**config.mk**
```make
export PLATFORM = sky130hd
export DESIGN_NAME = brd_ctl_port
export DESIGN_NICKNAME = d
export VERILOG_FILES = /design/src/rtl/brd_ctl_pkg.sv /design/src/rtl/brd_ctl_decode.sv /design/src/rtl/brd_ctl_regs.sv /design/src/rtl/brd_ctl_fsm.sv /design/src/rtl/brd_ctl_port.sv
export SDC_FILE = /design/constraint.sdc
export NUM_CORES = 1
export LEC_CHECK = 0
export BUFFER_PORTS_ARGS = -buffer_cell sky130_fd_sc_hd__buf_2
export CAP_MARGIN = 10
export CORE_ASPECT_RATIO = 1.1
export CORE_UTILIZATION = 45
export CTS_BUF_LIST = sky130_fd_sc_hd__clkbuf_8
export DETAILED_ROUTE_END_ITERATION = 8
export HOLD_SLACK_MARGIN = 0.08
export PLACE_DENSITY = 0.71
export RECOVER_POWER = 25
export SYNTH_ARGS = -nofsm -noshare
export SYNTH_HDL_FRONTEND = slang
export SYNTH_SLANG_ARGS = --single-unit
```
**constraint.sdc**
```tcl
create_clock -name clk -period 1.29 [get_ports clk]
set_input_delay 0.0645 -clock clk [delete_from_list [all_inputs] [get_ports clk]]
set_output_delay 0.0645 -clock clk [all_outputs]
set_load 0.02 [all_outputs]
```
**src/rtl/brd_ctl_pkg.sv**
```systemverilog
package brd_ctl_pkg;

    // Port numbers whose decoding drives behaviour
    localparam logic [15:0] PA_SPECIAL = 16'h0092;
    localparam logic [15:0] PA_CPUCFG  = 16'h0800;
    localparam logic [15:0] PA_FEAT    = 16'h0802;
    localparam logic [15:0] PA_STAT    = 16'h0803;
    localparam logic [15:0] PA_LED     = 16'h0808;
    localparam logic [15:0] PA_EQUIP   = 16'h080C;
    localparam logic [15:0] PA_LOCK1   = 16'h0810;
    localparam logic [15:0] PA_LOCK2   = 16'h0812;
    localparam logic [15:0] PA_L2INV   = 16'h0814;
    localparam logic [15:0] PA_KEY     = 16'h0818;
    localparam logic [15:0] PA_SYSCTL  = 16'h081C;
    localparam logic [15:0] PA_L2STAT  = 16'h0823;
    localparam logic [15:0] PA_MAP     = 16'h0850;

    // Fixed read-back bytes
    localparam logic [7:0] RV_CPUCFG = 8'hEF;
    localparam logic [7:0] RV_FEAT   = 8'hAD;
    localparam logic [7:0] RV_STAT   = 8'hE0;
    localparam logic [7:0] RV_EQUIP  = 8'h3C;
    localparam logic [7:0] RV_XFEAT  = 8'h39;
    localparam logic [7:0] RV_KEY    = 8'h00;
    localparam logic [7:0] RV_L2STAT = 8'h03;
    localparam logic [7:0] RV_MISS   = 8'hFF;

    typedef enum logic [3:0] {
        PID_NONE,
        PID_SPECIAL,
        PID_CPUCFG,
        PID_FEAT,
        PID_STAT,
        PID_LED,
        PID_EQUIP,
        PID_LOCK1,
        PID_LOCK2,
        PID_L2INV,
        PID_KEY,
        PID_SYSCTL,
        PID_L2STAT,
        PID_MAP
    } port_id_e;

    typedef enum logic [1:0] {
        ST_IDLE,
        ST_RD_RESP,
        ST_WR_RESP
    } acc_state_e;

endpackage

```
**src/rtl/brd_ctl_decode.sv**
```systemverilog
module brd_ctl_decode
    import brd_ctl_pkg::*;
#(
    parameter int ADDR_W = 16
) (
    input  logic [ADDR_W-1:0] addr,
    output port_id_e          pid,
    output logic              rd_ok,
    output logic              wr_ok
);

    // Port number to identifier
    always_comb begin
        case (addr)
            ADDR_W'(PA_SPECIAL): pid = PID_SPECIAL;
            ADDR_W'(PA_CPUCFG):  pid = PID_CPUCFG;
            ADDR_W'(PA_FEAT):    pid = PID_FEAT;
            ADDR_W'(PA_STAT):    pid = PID_STAT;
            ADDR_W'(PA_LED):     pid = PID_LED;
            ADDR_W'(PA_EQUIP):   pid = PID_EQUIP;
            ADDR_W'(PA_LOCK1):   pid = PID_LOCK1;
            ADDR_W'(PA_LOCK2):   pid = PID_LOCK2;
            ADDR_W'(PA_L2INV):   pid = PID_L2INV;
            ADDR_W'(PA_KEY):     pid = PID_KEY;
            ADDR_W'(PA_SYSCTL):  pid = PID_SYSCTL;
            ADDR_W'(PA_L2STAT):  pid = PID_L2STAT;
            ADDR_W'(PA_MAP):     pid = PID_MAP;
            default:             pid = PID_NONE;
        endcase
    end

    // Direction-specific decode sets
    always_comb begin
        unique case (pid)
            PID_SPECIAL, PID_CPUCFG, PID_FEAT, PID_STAT, PID_LOCK1,
            PID_L2INV, PID_SYSCTL, PID_MAP: begin
                rd_ok = 1'b1;
                wr_ok = 1'b1;
            end
            PID_EQUIP, PID_KEY, PID_L2STAT: begin
                rd_ok = 1'b1;
                wr_ok = 1'b0;
            end
            PID_LED, PID_LOCK2: begin
                rd_ok = 1'b0;
                wr_ok = 1'b1;
            end
            default: begin
                rd_ok = 1'b0;
                wr_ok = 1'b0;
            end
        endcase
    end

endmodule

```
**src/rtl/brd_ctl_regs.sv**
```systemverilog
module brd_ctl_regs
    import brd_ctl_pkg::*;
#(
    parameter int DATA_W = 8,
    parameter int CTL_W  = 4
) (
    input  logic              clk,
    input  logic              rst_n,
    input  logic              wr_fire,
    input  port_id_e          pid,
    input  logic [DATA_W-1:0] wdata,
    output logic [DATA_W-1:0] rd_val,
    output logic              rst_req,
    output logic              little_endian,
    output logic              disk_led,
    output logic [CTL_W-1:0]  sys_ctl,
    output logic              io_map_sel
);

    logic unused_hi_bits;
    assign unused_hi_bits = ^wdata[DATA_W-1:CTL_W];

    always_ff @(posedge clk or negedge rst_n) begin
        if (!rst_n) begin
            rst_req       <= 1'b0;
            little_endian <= 1'b0;
            disk_led      <= 1'b0;
            sys_ctl       <= '0;
            io_map_sel    <= 1'b0;
        end else if (wr_fire) begin
            case (pid)
                PID_SPECIAL: begin
                    rst_req       <= wdata[0];
                    little_endian <= wdata[1];
                end
                PID_LED:    disk_led   <= wdata[0];
                PID_SYSCTL: sys_ctl    <= wdata[CTL_W-1:0];
                PID_MAP:    io_map_sel <= wdata[0];
                default: ;
            endcase
        end
    end

    // Read-back multiplexer
    always_comb begin
        case (pid)
            PID_SPECIAL: rd_val = '0;
            PID_CPUCFG:  rd_val = DATA_W'(RV_CPUCFG);
            PID_FEAT:    rd_val = DATA_W'(RV_FEAT);
            PID_STAT:    rd_val = DATA_W'(RV_STAT);
            PID_EQUIP:   rd_val = DATA_W'(RV_EQUIP);
            PID_LOCK1:   rd_val = DATA_W'(RV_XFEAT);
            PID_KEY:     rd_val = DATA_W'(RV_KEY);
            PID_SYSCTL:  rd_val = DATA_W'(sys_ctl);
            PID_L2STAT:  rd_val = DATA_W'(RV_L2STAT);
            PID_MAP:     rd_val = DATA_W'(io_map_sel);
            default:     rd_val = DATA_W'(RV_MISS);
        endcase
    end

endmodule

```
**src/rtl/brd_ctl_fsm.sv**
```systemverilog
module brd_ctl_fsm
    import brd_ctl_pkg::*;
#(
    parameter int DATA_W = 8
) (
    input  logic              clk,
    input  logic              rst_n,
    input  logic              rd_en,
    input  logic              wr_en,
    input  port_id_e          pid,
    input  logic              rd_ok,
    input  logic              wr_ok,
    input  logic [DATA_W-1:0] rd_val,
    output logic              wr_fire,
    output logic [DATA_W-1:0] rdata,
    output logic              rdata_vld,
    output logic              acc_err,
    output logic              nv_lock1_tgl,
    output logic              nv_lock2_tgl
);

    acc_state_e        state_q, state_d;
    port_id_e          pid_q;
    logic              miss_q;
    logic [DATA_W-1:0] rd_q;

    assign wr_fire = wr_en && wr_ok;

    // Next-state selection
    always_comb begin
        unique case (state_q)
            ST_IDLE, ST_RD_RESP, ST_WR_RESP: begin
                if (wr_en)      state_d = ST_WR_RESP;
                else if (rd_en) state_d = ST_RD_RESP;
                else            state_d = ST_IDLE;
            end
            default: state_d = ST_IDLE;
        endcase
    end

    // State register and access capture
    always_ff @(posedge clk or negedge rst_n) begin
        if (!rst_n) begin
            state_q <= ST_IDLE;
            pid_q   <= PID_NONE;
            miss_q  <= 1'b0;
            rd_q    <= '0;
        end else begin
            state_q <= state_d;
            pid_q   <= pid;
            if (wr_en) begin
                miss_q <= !wr_ok;
            end else if (rd_en) begin
                miss_q <= !rd_ok;
                rd_q   <= rd_val;
            end else begin
                miss_q <= 1'b0;
            end
        end
    end

    // Outputs per state
    always_comb begin
        rdata        = '0;
        rdata_vld    = 1'b0;
        acc_err      = 1'b0;
        nv_lock1_tgl = 1'b0;
        nv_lock2_tgl = 1'b0;
        unique case (state_q)
            ST_IDLE: ;
            ST_RD_RESP: begin
                rdata     = rd_q;
                rdata_vld = 1'b1;
                acc_err   = miss_q;
            end
            ST_WR_RESP: begin
                acc_err      = miss_q;
                nv_lock1_tgl = (pid_q == PID_LOCK1);
                nv_lock2_tgl = (pid_q == PID_LOCK2);
            end
            default: ;
        endcase
    end

endmodule

```
**src/rtl/brd_ctl_port.sv**
```systemverilog
module brd_ctl_port
    import brd_ctl_pkg::*;
#(
    parameter int ADDR_W = 16,
    parameter int DATA_W = 8,
    parameter int CTL_W  = 4
) (
    input  logic              clk,
    input  logic              rst_n,
    input  logic              rd_en,
    input  logic              wr_en,
    input  logic [ADDR_W-1:0] addr,
    input  logic [DATA_W-1:0] wdata,
    output logic [DATA_W-1:0] rdata,
    output logic              rdata_vld,
    output logic              acc_err,
    output logic              rst_req,
    output logic              little_endian,
    output logic              disk_led,
    output logic              nv_lock1_tgl,
    output logic              nv_lock2_tgl,
    output logic [CTL_W-1:0]  sys_ctl,
    output logic              io_map_sel
);

    port_id_e          pid;
    logic              rd_ok, wr_ok, wr_fire;
    logic [DATA_W-1:0] rd_val;

    brd_ctl_decode #(.ADDR_W(ADDR_W)) u_dec (
        .addr  (addr),
        .pid   (pid),
        .rd_ok (rd_ok),
        .wr_ok (wr_ok)
    );

    brd_ctl_regs #(.DATA_W(DATA_W), .CTL_W(CTL_W)) u_regs (
        .clk           (clk),
        .rst_n         (rst_n),
        .wr_fire       (wr_fire),
        .pid           (pid),
        .wdata         (wdata),
        .rd_val        (rd_val),
        .rst_req       (rst_req),
        .little_endian (little_endian),
        .disk_led      (disk_led),
        .sys_ctl       (sys_ctl),
        .io_map_sel    (io_map_sel)
    );

    brd_ctl_fsm #(.DATA_W(DATA_W)) u_fsm (
        .clk          (clk),
        .rst_n        (rst_n),
        .rd_en        (rd_en),
        .wr_en        (wr_en),
        .pid          (pid),
        .rd_ok        (rd_ok),
        .wr_ok        (wr_ok),
        .rd_val       (rd_val),
        .wr_fire      (wr_fire),
        .rdata        (rdata),
        .rdata_vld    (rdata_vld),
        .acc_err      (acc_err),
        .nv_lock1_tgl (nv_lock1_tgl),
        .nv_lock2_tgl (nv_lock2_tgl)
    );

endmodule

```
# ---- Word level (Yosys, flattened, before mapping)
# Memories as Yosys holds them, arrays and structs flattened.
# Cells that the tools add are included.
dict set report op_classes {
  reduce_logical 12
  bitwise 1
  n_eq_ne 28
  n_mux 12
}
# cell n
set op_table {}
lappend op_table {{16-bit by 12-bit == test with 1-bit output (second input constant)} 12}
lappend op_table {{8-bit case mux with 9 select lines} 1}
lappend op_table {{4-bit case mux with 13 select lines} 1}
lappend op_table {{4-bit by 3-bit == test with 1-bit output (second input constant)} 5}
lappend op_table {{4-bit == test (second input constant)} 5}
lappend op_table {{16-bit by 8-bit == test with 1-bit output (second input constant)} 1}
lappend op_table {{2-bit AND reduction} 5}
lappend op_table {{4-bit by 2-bit == test with 1-bit output (second input constant)} 2}
lappend op_table {{8-bit 2-to-1 mux} 1}
lappend op_table {{1-bit 2-to-1 mux} 7}
lappend op_table {{4-bit by 1-bit == test with 1-bit output (second input constant)} 1}
lappend op_table {{2-bit 2-to-1 mux} 2}
lappend op_table {{2-bit OR reduction} 2}
lappend op_table {{3-bit OR reduction} 1}
lappend op_table {{2-bit by 1-bit == test with 1-bit output (second input constant)} 1}
lappend op_table {{2-bit == test (second input constant)} 1}
lappend op_table {{1-bit logical NOT} 2}
lappend op_table {{2-bit logical NOT} 1}
lappend op_table {{1-bit logical AND} 1}
lappend op_table {{1-bit NOT} 1}
dict set report word_totals {
  n_memories 1
  romBits 32
  wordCells 63
  out_inout_bits 20
  register_bits 23
  in_bits 28
}
# name depth word_bits read_ports rd_clocked_by_memory_dff wr line
set memory_table {}
lappend memory_table {{(no name shown)} 16 2 1 0 0 brd_ctl_decode.sv:34} ;# unique case (pid)

# ---- Longest topological paths before layout
# Gate-level depths: netlist (run 1).
# An unclocked memory read counts as a cell.
dict set report depth {
  depth_word 6
  mapped_depth 8
  ltp_nobuf 7
}

# ---- By module
# A second synthesis (run 1) with hierarchy kept.
dict set report hier_totals {
  cells_unflattened 166
  hier_area_um2 1701.6
}
# module seq_area_each_um2 instances area_each_um2 cells_each
set modules_own_cells {}
lappend modules_own_cells {brd_ctl_fsm 375.4 1 670.6 49}
lappend modules_own_cells {brd_ctl_regs 200.2 1 578.1 60}
lappend modules_own_cells {brd_ctl_decode 0.0 1 452.9 57}

# ---- Worst setup path before layout (run 1)
# Ideal clock, no wire load.
dict set report synth_path {
  path_kind {input -> register}
  start {in addr[13]}
  end {reg u_regs.sys_ctl[0]}
  required_time_ps 1162
  path_buffers 0
  cell_stages 6
  setup_slack_ps -781
  arrival_time_ps 1943
  setup_time_ps 128
  cell_sequence {or4_4 > nor4_2 > a311oi_2 > nor4b_4 > nand3_2 > mux2_1}
}
dict set report synth_between {
  elab_chain_cells 5
  elab_cells_between_ends 18
  cone_classes {eq/ne: 14; mux: 1; reduce/logical: 2; memory: 1}
}
# item line
set synth_lines {}
lappend synth_lines {{from (decl)} brd_ctl_port.sv:12} ;# input logic [ADDR_W-1:0] addr,
lappend synth_lines {{16-bit by 12-bit == test with 1-bit output or 16-bit by 8-bit == test with 1-bit output (tied branches)} brd_ctl_decode.sv:14} ;# case (addr)
lappend synth_lines {{4-bit case mux with 13 select lines *} brd_ctl_decode.sv:14}
lappend synth_lines {{memory 16 x 2 bit} n/a}
lappend synth_lines {{1-bit logical AND} brd_ctl_fsm.sv:27} ;# assign wr_fire = wr_en && wr_ok;
lappend synth_lines {{2-bit AND reduction (no line) *} n/a}
lappend synth_lines {{to (signal assigned)} brd_ctl_regs.sv:37} ;# PID_SYSCTL: sys_ctl <= wdata[CTL_W-1:0];
lappend synth_lines {{to (decl)} brd_ctl_regs.sv:16} ;# output logic [CTL_W-1:0] sys_ctl,
# Every way passes the cells marked *; elsewhere a longest branch is shown, timed or not.
# A chain may end at the register's enable or synchronous reset.

# ---- Worst setup path after layout (run 1)
dict set report layout_path {
  start {in addr[12]}
  end {reg u_regs.sys_ctl[0]}
}
# The elaborated chain is that of the path after synthesis.

==> summary.txt, run 1 <==
Pwr
  • Power Total: around 1.6 mW
  • Sw Pwr: 445 uW
  • Combinational Power Share: 0.255
  • Flop pwr share: 0.467
  • Clock network fraction of total power: 0.278
  • Max IR drop VDD: 0.000511 V
  • Power Density: roughly 560 nW/um^2
  • Lkg Pwr: 1.29 nW
  • Switching part of the total power: 0.277
  • Cell-internal power: around 1.2 mW

Timing
  • Slew Viols, Final: 0
  • Slew margin rel.: 0.622
  • Fin. Hold Viols: 0
  • RSZ-0062 raised after global routing: yes
  • WHS: between 0.1 and 0.15 ns
  • Tmin final: between 1.5 and 2 ns
  • Tcrit/Tclk final: 1.52
  • Setup ws final: -0.677 ns
  • Fmax: 0.508 GHz
  • Final setup skew: between 0.001 and 0.0015 ns
  • Setup violations, final: 29
  • Least-Margin Pin Slew: 0.566 ns

Place
  • Hpwl dp: between 3000 and 4000 microns
  • DP Worst Slack: -0.910 ns
  • Port Buffer Count: between 40 and 50
  • Placer Congestion: slightly above 0.9

Finish
  • Nets@finish: 330
  • Multi-input gate area in the final layout: ~1200 sq um
  • Share of cells above drive strength 1: 0.611
  • Area grow syn2layout: 74.5%
  • Ant. Diodes: 0
  • Sequential cell area: between 500 and 600 sq um
  • FILL cells: 203
  • Final Util: 0.841

Logic synthesis
  • Synth area leader: dfrtp_1
  • Ranking of synthesized cells by area: dfrtp_1, nor2_1, a21oi_1
  • Synth warn: 0
  • Synth cell types: between 50 and 60
  • Sequential share of the synthesized area: 0.350
  • Synth cell count leaders: dfrtp_1, nor2_1, nand2_1
  • Cells after Synth: 183
  • Main flop type after synthesis: dfrtp_1
  • Cell with the most instances after synthesis: dfrtp_1
  • Number of flops mapped to enable cells by yosys: 0
  • Mapped cell area: roughly 1600 sq um
  • Synthesized Nets: 214
  • Yosys reg bits: 23
  • Post-synth ARST share: 1.00
  • Yosys top cell area share: 0.350
  • Average size of a mapped cell: 8.99 sq um

Run status
  • Failing checks: setup timing
  • Run status: finished, violations left

Critical path
  • Startpoint types: input pin
  • Crit. End Element: register
  • Critical Path AT: 2.12 ns
  • CP required: around 1.5 ns
  • Worst-path fanout max: 5
  • Crit Path Category: input pin to register

Global route
  • GRT Total Usage: 0.305
  • GRT overflow: 0
  • First-pass GRT wire length: slightly below 9000 microns
  • Initial antenna violation count: 0
  • Vias in the first global route: approximately 2000
  • Largest net degree at the start of global routing: 24

Floorplanning
  • Num rows: 22
  • Ports: 48
  • Die area: ~4000 sq um
  • Initial Util: 0.482
  • Die Width: 59.7 microns
  • CORE AREA: approximately 3400 sq um
  • Die H: approximately 65 microns

Clock tree
  • Clk sink count: 23
  • CTS Buf Count: 3
  • Clk slew on worst S/H paths: 0.08 ns
  • Root Driver: clkbuf_8
  • CTS max path bufs: 2
  • CTS tree: done
  • H-tree depth: 1
  • Clk_lat worst skew: approximately 0.27 ns

Worst hold path
  • Worst hold path class: input pin to register

Detailed routing
  • Violation count after the first detailed-route iteration: between 70 and 80
  • Vias per cell: 5.69
  • DRC errors left: 0
  • Vias: slightly below 2000
  • WL per Instance: around 17 microns
  • Detailed-router iteration count before antenna repair: 4
  • Routed Antenna Nets: 0
  • WL final: 6030 microns

Run
  • Total of max-cap violations: 0
worst max-delay path: stages:
cell      delay (ns)
buf_8           0.09
or4_4           0.59
nor4_4          0.38
a311oi_4        0.11
nor4b_4         0.32
nand3_2         0.20
mux2_4          0.36
sequential cells by signal (all words and copies together), names as in the netlist:
signal / cells
u_fsm.miss_q: 1
u_fsm.pid_q: 4
u_regs.io_map_sel: 1
u_regs.disk_led: 1
u_regs.rst_req: 1
u_regs.little_endian: 1
u_fsm.rd_q: 8
u_regs.sys_ctl: 4
u_fsm.state_q: 2
layout by cell type, fill, tap and decap left out, types with 2 or more instances in the layout:
master	synthesis	final
o21ai_0	6	3
nor3_1	4	3
dlygate4sd3_1	0	5
nand4_1	5	5
mux2_2	4	2
o21ai_1	2	4
inv_2	0	2
buf_8	0	2
nor2_1	20	17
and2_4	0	8
nand2b_1	3	3
nor2b_1	2	2
dfrtp_1	23	23
nand2_1	17	15
nor3b_2	0	3
ha_4	0	2
nand2_2	0	2
buf_2	1	26
a21oi_2	1	3
o31ai_1	2	2
a31oi_1	2	2
a21oi_1	14	12
mux2_4	0	6
buf_6	0	20
nor4_4	0	3
nand3_1	8	6
clkbuf_8	2	3
nor2_2	0	2
buf_4	2	64
inv_1	5	2
nand3_2	2	4
nor4_2	3	2
metrics by stage:
stage	TNS [ns]	area, sq um	instances
after floorplan	-9.31	1700	183
after global placement	-13.77	2320	320
after detailed placement	-14.39	2320	320
after CTS	-7.93	2630	336
after global routing	-11.68	2870	346
final	-10.27	2870	346
path summary, 6_finish.rpt:
kind	startpoint	to	slack, ns	cells past startpoint
setup / recovery	addr[12]	u_regs.sys_ctl[0]	-0.68	7
hold / removal	wr_en	u_fsm.state_q[1]	0.12	2
setup reg to reg	u_fsm.state_q[0]	u_fsm.state_q[1]	0.27	4
hold reg to reg	u_fsm.rd_q[2]	u_fsm.rd_q[2]	0.50	2
max in group asynchronous	rst_n	u_fsm.rd_q[5]	0.60	2
min in group asynchronous	rst_n	u_fsm.rd_q[2]	0.31	2
logic make-up (layout without fill, tap and decap cells):
kind of cell               Yosys count  in the layout  synth area share
DFF                                 23             23             0.350
AOI/OAI and AO/OA                   43             43             0.184
xor gates and xnor gates             1              1           0.00532
and+or+nand+nor                     93             93             0.338
muxes                                8              8            0.0547
adders and majority gates            3              3            0.0228
buffers and inverters               12            127            0.0449
layer usage:
metal  GRT usage  up-vias  routed length [microns]
li1            -      907                        -
met1       0.353      944                     2330
met2       0.528       93                     3180
met3      0.0433       26                      281
met4       0.172        0                      248
met5           0        -                        0
final cells by class:
| cell class | count | share of cell area |
|---|---|---|
| timing repair buffer | 118 | 0.321 |
| tap | 48 | 0.0209 |
| sequential | 23 | 0.200 |
| multi-input combinational | 148 | 0.434 |
| clock buffer | 3 | 0.0144 |
| clock inverter | 1 | 0.00174 |
| inverter | 5 | 0.00741 |
power groups by stage:
stage | combinational, mW | sequential, mW | clock (mW)
floorplan | 0.142 | 0.758 | 0
global placement | 0.289 | 0.758 | 0
detailed placement | 0.294 | 0.760 | 0
CTS | 0.337 | 0.745 | 0.445
global route | 0.441 | 0.751 | 0.484
finish | 0.409 | 0.750 | 0.446
what timing repair did:
item | in CTS | in global routing
buffers inserted | 9 | 11
setup endpoints to repair | 30 | 32
endpoints found under the hold margin | 30 | 0
resized for setup | 41 | 51
pin swaps | 23 | 9
hold buffers | 5 | 0
(Power assumes the default switching activity.)
==> run 2: changes to the inputs <==
--- a/config.mk
+++ b/config.mk
@@ -5,6 +5,7 @@
 export SDC_FILE = /design/constraint.sdc
 export NUM_CORES = 1
 export LEC_CHECK = 0
+export ABC_CLOCK_PERIOD_IN_PS = 1290
 export BUFFER_PORTS_ARGS = -buffer_cell sky130_fd_sc_hd__buf_2
 export CAP_MARGIN = 10
 export CORE_ASPECT_RATIO = 1.1
@@ -12,7 +13,7 @@
 export CTS_BUF_LIST = sky130_fd_sc_hd__clkbuf_8
 export DETAILED_ROUTE_END_ITERATION = 8
 export HOLD_SLACK_MARGIN = 0.08
-export PLACE_DENSITY = 0.71
+export PLACE_DENSITY = 0.77
 export RECOVER_POWER = 25
 export SYNTH_ARGS = -nofsm -noshare
 export SYNTH_HDL_FRONTEND = slang
==> run 2 against run 1 <==
Against the previous run: the run still ends with setup timing left; first-iteration DRC count up 25%; global-route usage down 1.5 points; non-clock buffer count down 10; clock skew up 0.0012 ns; setup slack better by 0.025 ns; clock power down 4%; count of clock-buffer cells in the layout unchanged; utilization down 2.3 points; sequential share of layout area up 0.57 points; via count down 0.36%; critical path type unchanged; largest cell class unchanged; highest routed layer unchanged.
==> summary.txt, run 2 (synthesized netlist as in run 1, its figures left out) <==
Worst hold path
  • WHS Endpoint: u_fsm.state_q[1] (unchanged)
  • Worst hold path class: input pin to register (unchanged)
  • Hold wc startpoint: wr_en (unchanged)
  • Hold path depth: 2 (unchanged)

Detailed routing
  • Vias per cell: 5.84 (was 5.69)
  • Detailed-router iteration count before antenna repair: 4 (unchanged)
  • WL final: 5970 microns (was 6030 microns)
  • DRC errors left: 0 (unchanged)
  • WL per Instance: 17.8 microns (was 17.4 microns)
  • Vias: 1963 (was 1970)
  • Routed Antenna Nets: 0 (unchanged)
  • Violation count after the first detailed-route iteration: 90 (was 72)

Critical path
  • Startpoint types: input pin (unchanged)
  • Crit Path Category: input pin to register (unchanged)
  • Crit. End Element: register (unchanged)
  • Reg2Reg Depth: 3 (was 4)
  • Worst-path fanout max: 5 (unchanged)
  • Critical R2R Capture: u_fsm.state_q[0] (was u_fsm.state_q[1])
  • CP required: 1.44 ns (was 1.45 ns)
  • R2R Setup Slk: 0.33 ns (was 0.27 ns)
  • Critical Path AT: 2.09 ns (was 2.12 ns)
  • R2r startpoint: u_fsm.state_q[0] (unchanged)

Run status
  • Run status: finished, violations left (unchanged)
  • Failing checks: setup timing (unchanged)

Finish
  • Ant. Diodes: 0 (unchanged)
  • Nets@finish: 320 (was 330)
  • Register with the most flip-flops: u_fsm.rd_q (unchanged)
  • Area grow syn2layout: 69.7% (was 74.5%)
  • Sequential cell area: 576 sq um (unchanged)
  • Multi-input gate area in the final layout: 1260 sq um (was 1250 sq um)
  • FILL cells: 212 (was 203)
  • Share of cells above drive strength 1: 0.601 (was 0.611)
  • Design Area, Final: 2790 sq um (was 2870 sq um)
  • Final non-filler cell total: 336 (was 346)
  • Max reg flops: 8 (unchanged)
  • Largest regs: u_fsm.rd_q (8), u_fsm.pid_q (4), u_regs.sys_ctl (4) (unchanged)
  • Most common cell after layout, fill and taps aside: buf_4 (unchanged)
  • Most frequent cells in the layout: buf_4, buf_2, dfrtp_1 (unchanged)

Pwr
  • Power Total: 1.56 mW (was 1.60 mW)
  • Max IR drop VDD: 0.000668 V (was 0.000511 V)
  • Lkg Pwr: 1.26 nW (was 1.29 nW)
  • Power Density: 560 nW/um^2 (was 559 nW/um^2)

Place
  • Hpwl dp: 3630 microns (was 3670 microns)
  • Cells after DPL: 315 (was 320)
  • Post-DP Area: 2280 sq um (was 2320 sq um)
  • Placer Congestion: 0.950 (was 0.922)
  • DP Worst Slack: -0.930 ns (was -0.910 ns)
  • Port Buffer Count: 43 (unchanged)

Run
  • Total of max-cap violations: 0 (unchanged)

Clock tree
  • Clk_lat worst skew: 0.26 ns (was 0.27 ns)
  • Clk slew on worst S/H paths: 0.08 ns (about the same)
  • CTS max path bufs: 2 (unchanged)
  • H-tree depth: 1 (unchanged)
  • CTS Buf Count: 3 (unchanged)
  • Root Driver: clkbuf_8 (unchanged)
  • CTS tree: done (unchanged)
  • Clk sink count: 23 (unchanged)

Floorplanning
  • Ports: 48 (unchanged)
  • CORE AREA: 3410 sq um (unchanged)
  • Initial Util: 0.482 (unchanged)
  • Die Width: 59.7 microns (unchanged)
  • Num rows: 22 (unchanged)
  • Die H: 65.4 microns (unchanged)
  • Die area: 3900 sq um (unchanged)

Global route
  • GRT Total Usage: 0.290 (was 0.305)
  • GRT overflow: 0 (unchanged)
  • First-pass GRT wire length: 8510 microns (was 8930 microns)
  • Vias in the first global route: 1837 (was 1945)
  • Largest net degree at the start of global routing: 24 (unchanged)
  • Initial antenna violation count: 0 (unchanged)

Timing
  • RSZ-0062 raised after global routing: yes (unchanged)
  • Setup Total Neg Slack: -9.83 ns (was -10.27 ns)
  • Least-Margin Pin Slew: 0.543 ns (was 0.566 ns)
  • Tmin final: 1.94 ns (was 1.97 ns)
  • Fmax: 0.515 GHz (was 0.508 GHz)
  • Setup ws final: -0.652 ns (was -0.677 ns)
  • Setup violations, final: 31 (was 29)
  • Tcrit/Tclk final: 1.51 (was 1.52)
  • Fin. Hold Viols: 0 (unchanged)
  • Slew margin rel.: 0.638 (was 0.622)
  • Final setup skew: 0.00232 ns (was 0.00116 ns)
  • Slew Viols, Final: 0 (unchanged)
-- run 2: cell count changes in the layout (fill, tap and decap cells not counted), sizes merged --
cell and delta:
clkinv -1, buf -10, inv +1
-- run 2: how the worst max path moves through the flow --
stage                        start                end  slack, ns  depth (start not counted)
after CTS                  addr[4]  u_regs.sys_ctl[2]      -0.60                          9
after detailed placement  addr[12]  u_regs.sys_ctl[2]      -0.93                          8
after global placement     addr[5]  u_regs.sys_ctl[3]      -0.85                          8
final                      addr[4]  u_regs.sys_ctl[2]      -0.65                         11
after global routing       addr[1]  u_regs.sys_ctl[2]      -0.75                          9
after floorplan           addr[13]  u_regs.sys_ctl[0]      -0.77                          6
-- run 2: area by class of cell --
class / instances / area share
clock inverter: 1 / 0.00134
multi-input combinational: 148 / 0.450
clock buffer: 3 / 0.0148
timing repair buffer: 108 / 0.299
inverter: 5 / 0.00672
sequential: 23 / 0.206
tap: 48 / 0.0215
-- run 2: worst max-delay path, stage by stage --
cell	delay (ns)
buf_6	0.10
buf_4	0.13
and2b_2	0.21
buf_6	0.14
nand4_1	0.12
a21oi_2	0.09
buf_4	0.16
nand3b_1	0.24
nor4b_4	0.31
nand3_2	0.19
mux2_4	0.34
-- run 2: repair_timing --
item                                    4_1_cts  5_1_grt
endpoints found under the hold margin        29        0
pin swaps                                    10       24
endpoints found under the setup margin       30       30
buffers inserted                              6        9
hold buffers                                  5        0
resized for setup                            30       63
-- run 2: report_power, final --
part           internal [mW]  total, mW  switching, mW
logic                  0.188      0.389          0.201
registers              0.737      0.747         0.0106
clock network          0.212      0.428          0.216
total                   1.14       1.56          0.427
-- run 2: metal layers --
| metal | GRT usage | share of wire | vias up |
|---|---|---|---|
| li1 | - | - | 881 |
| met1 | 0.351 | 0.37 | 943 |
| met2 | 0.490 | 0.52 | 112 |
| met3 | 0.0630 | 0.064 | 27 |
| met4 | 0.116 | 0.041 | 0 |
| met5 | 0 | 0 | - |
-- run 2: stage by stage --
step	util	hold slack (ns)
floorplan	-	-0.231
finish	0.818	0.116
global route	0.818	0.130
CTS	0.735	0.106
global placement	0.669	0.0493
detailed placement	0.669	0.0485
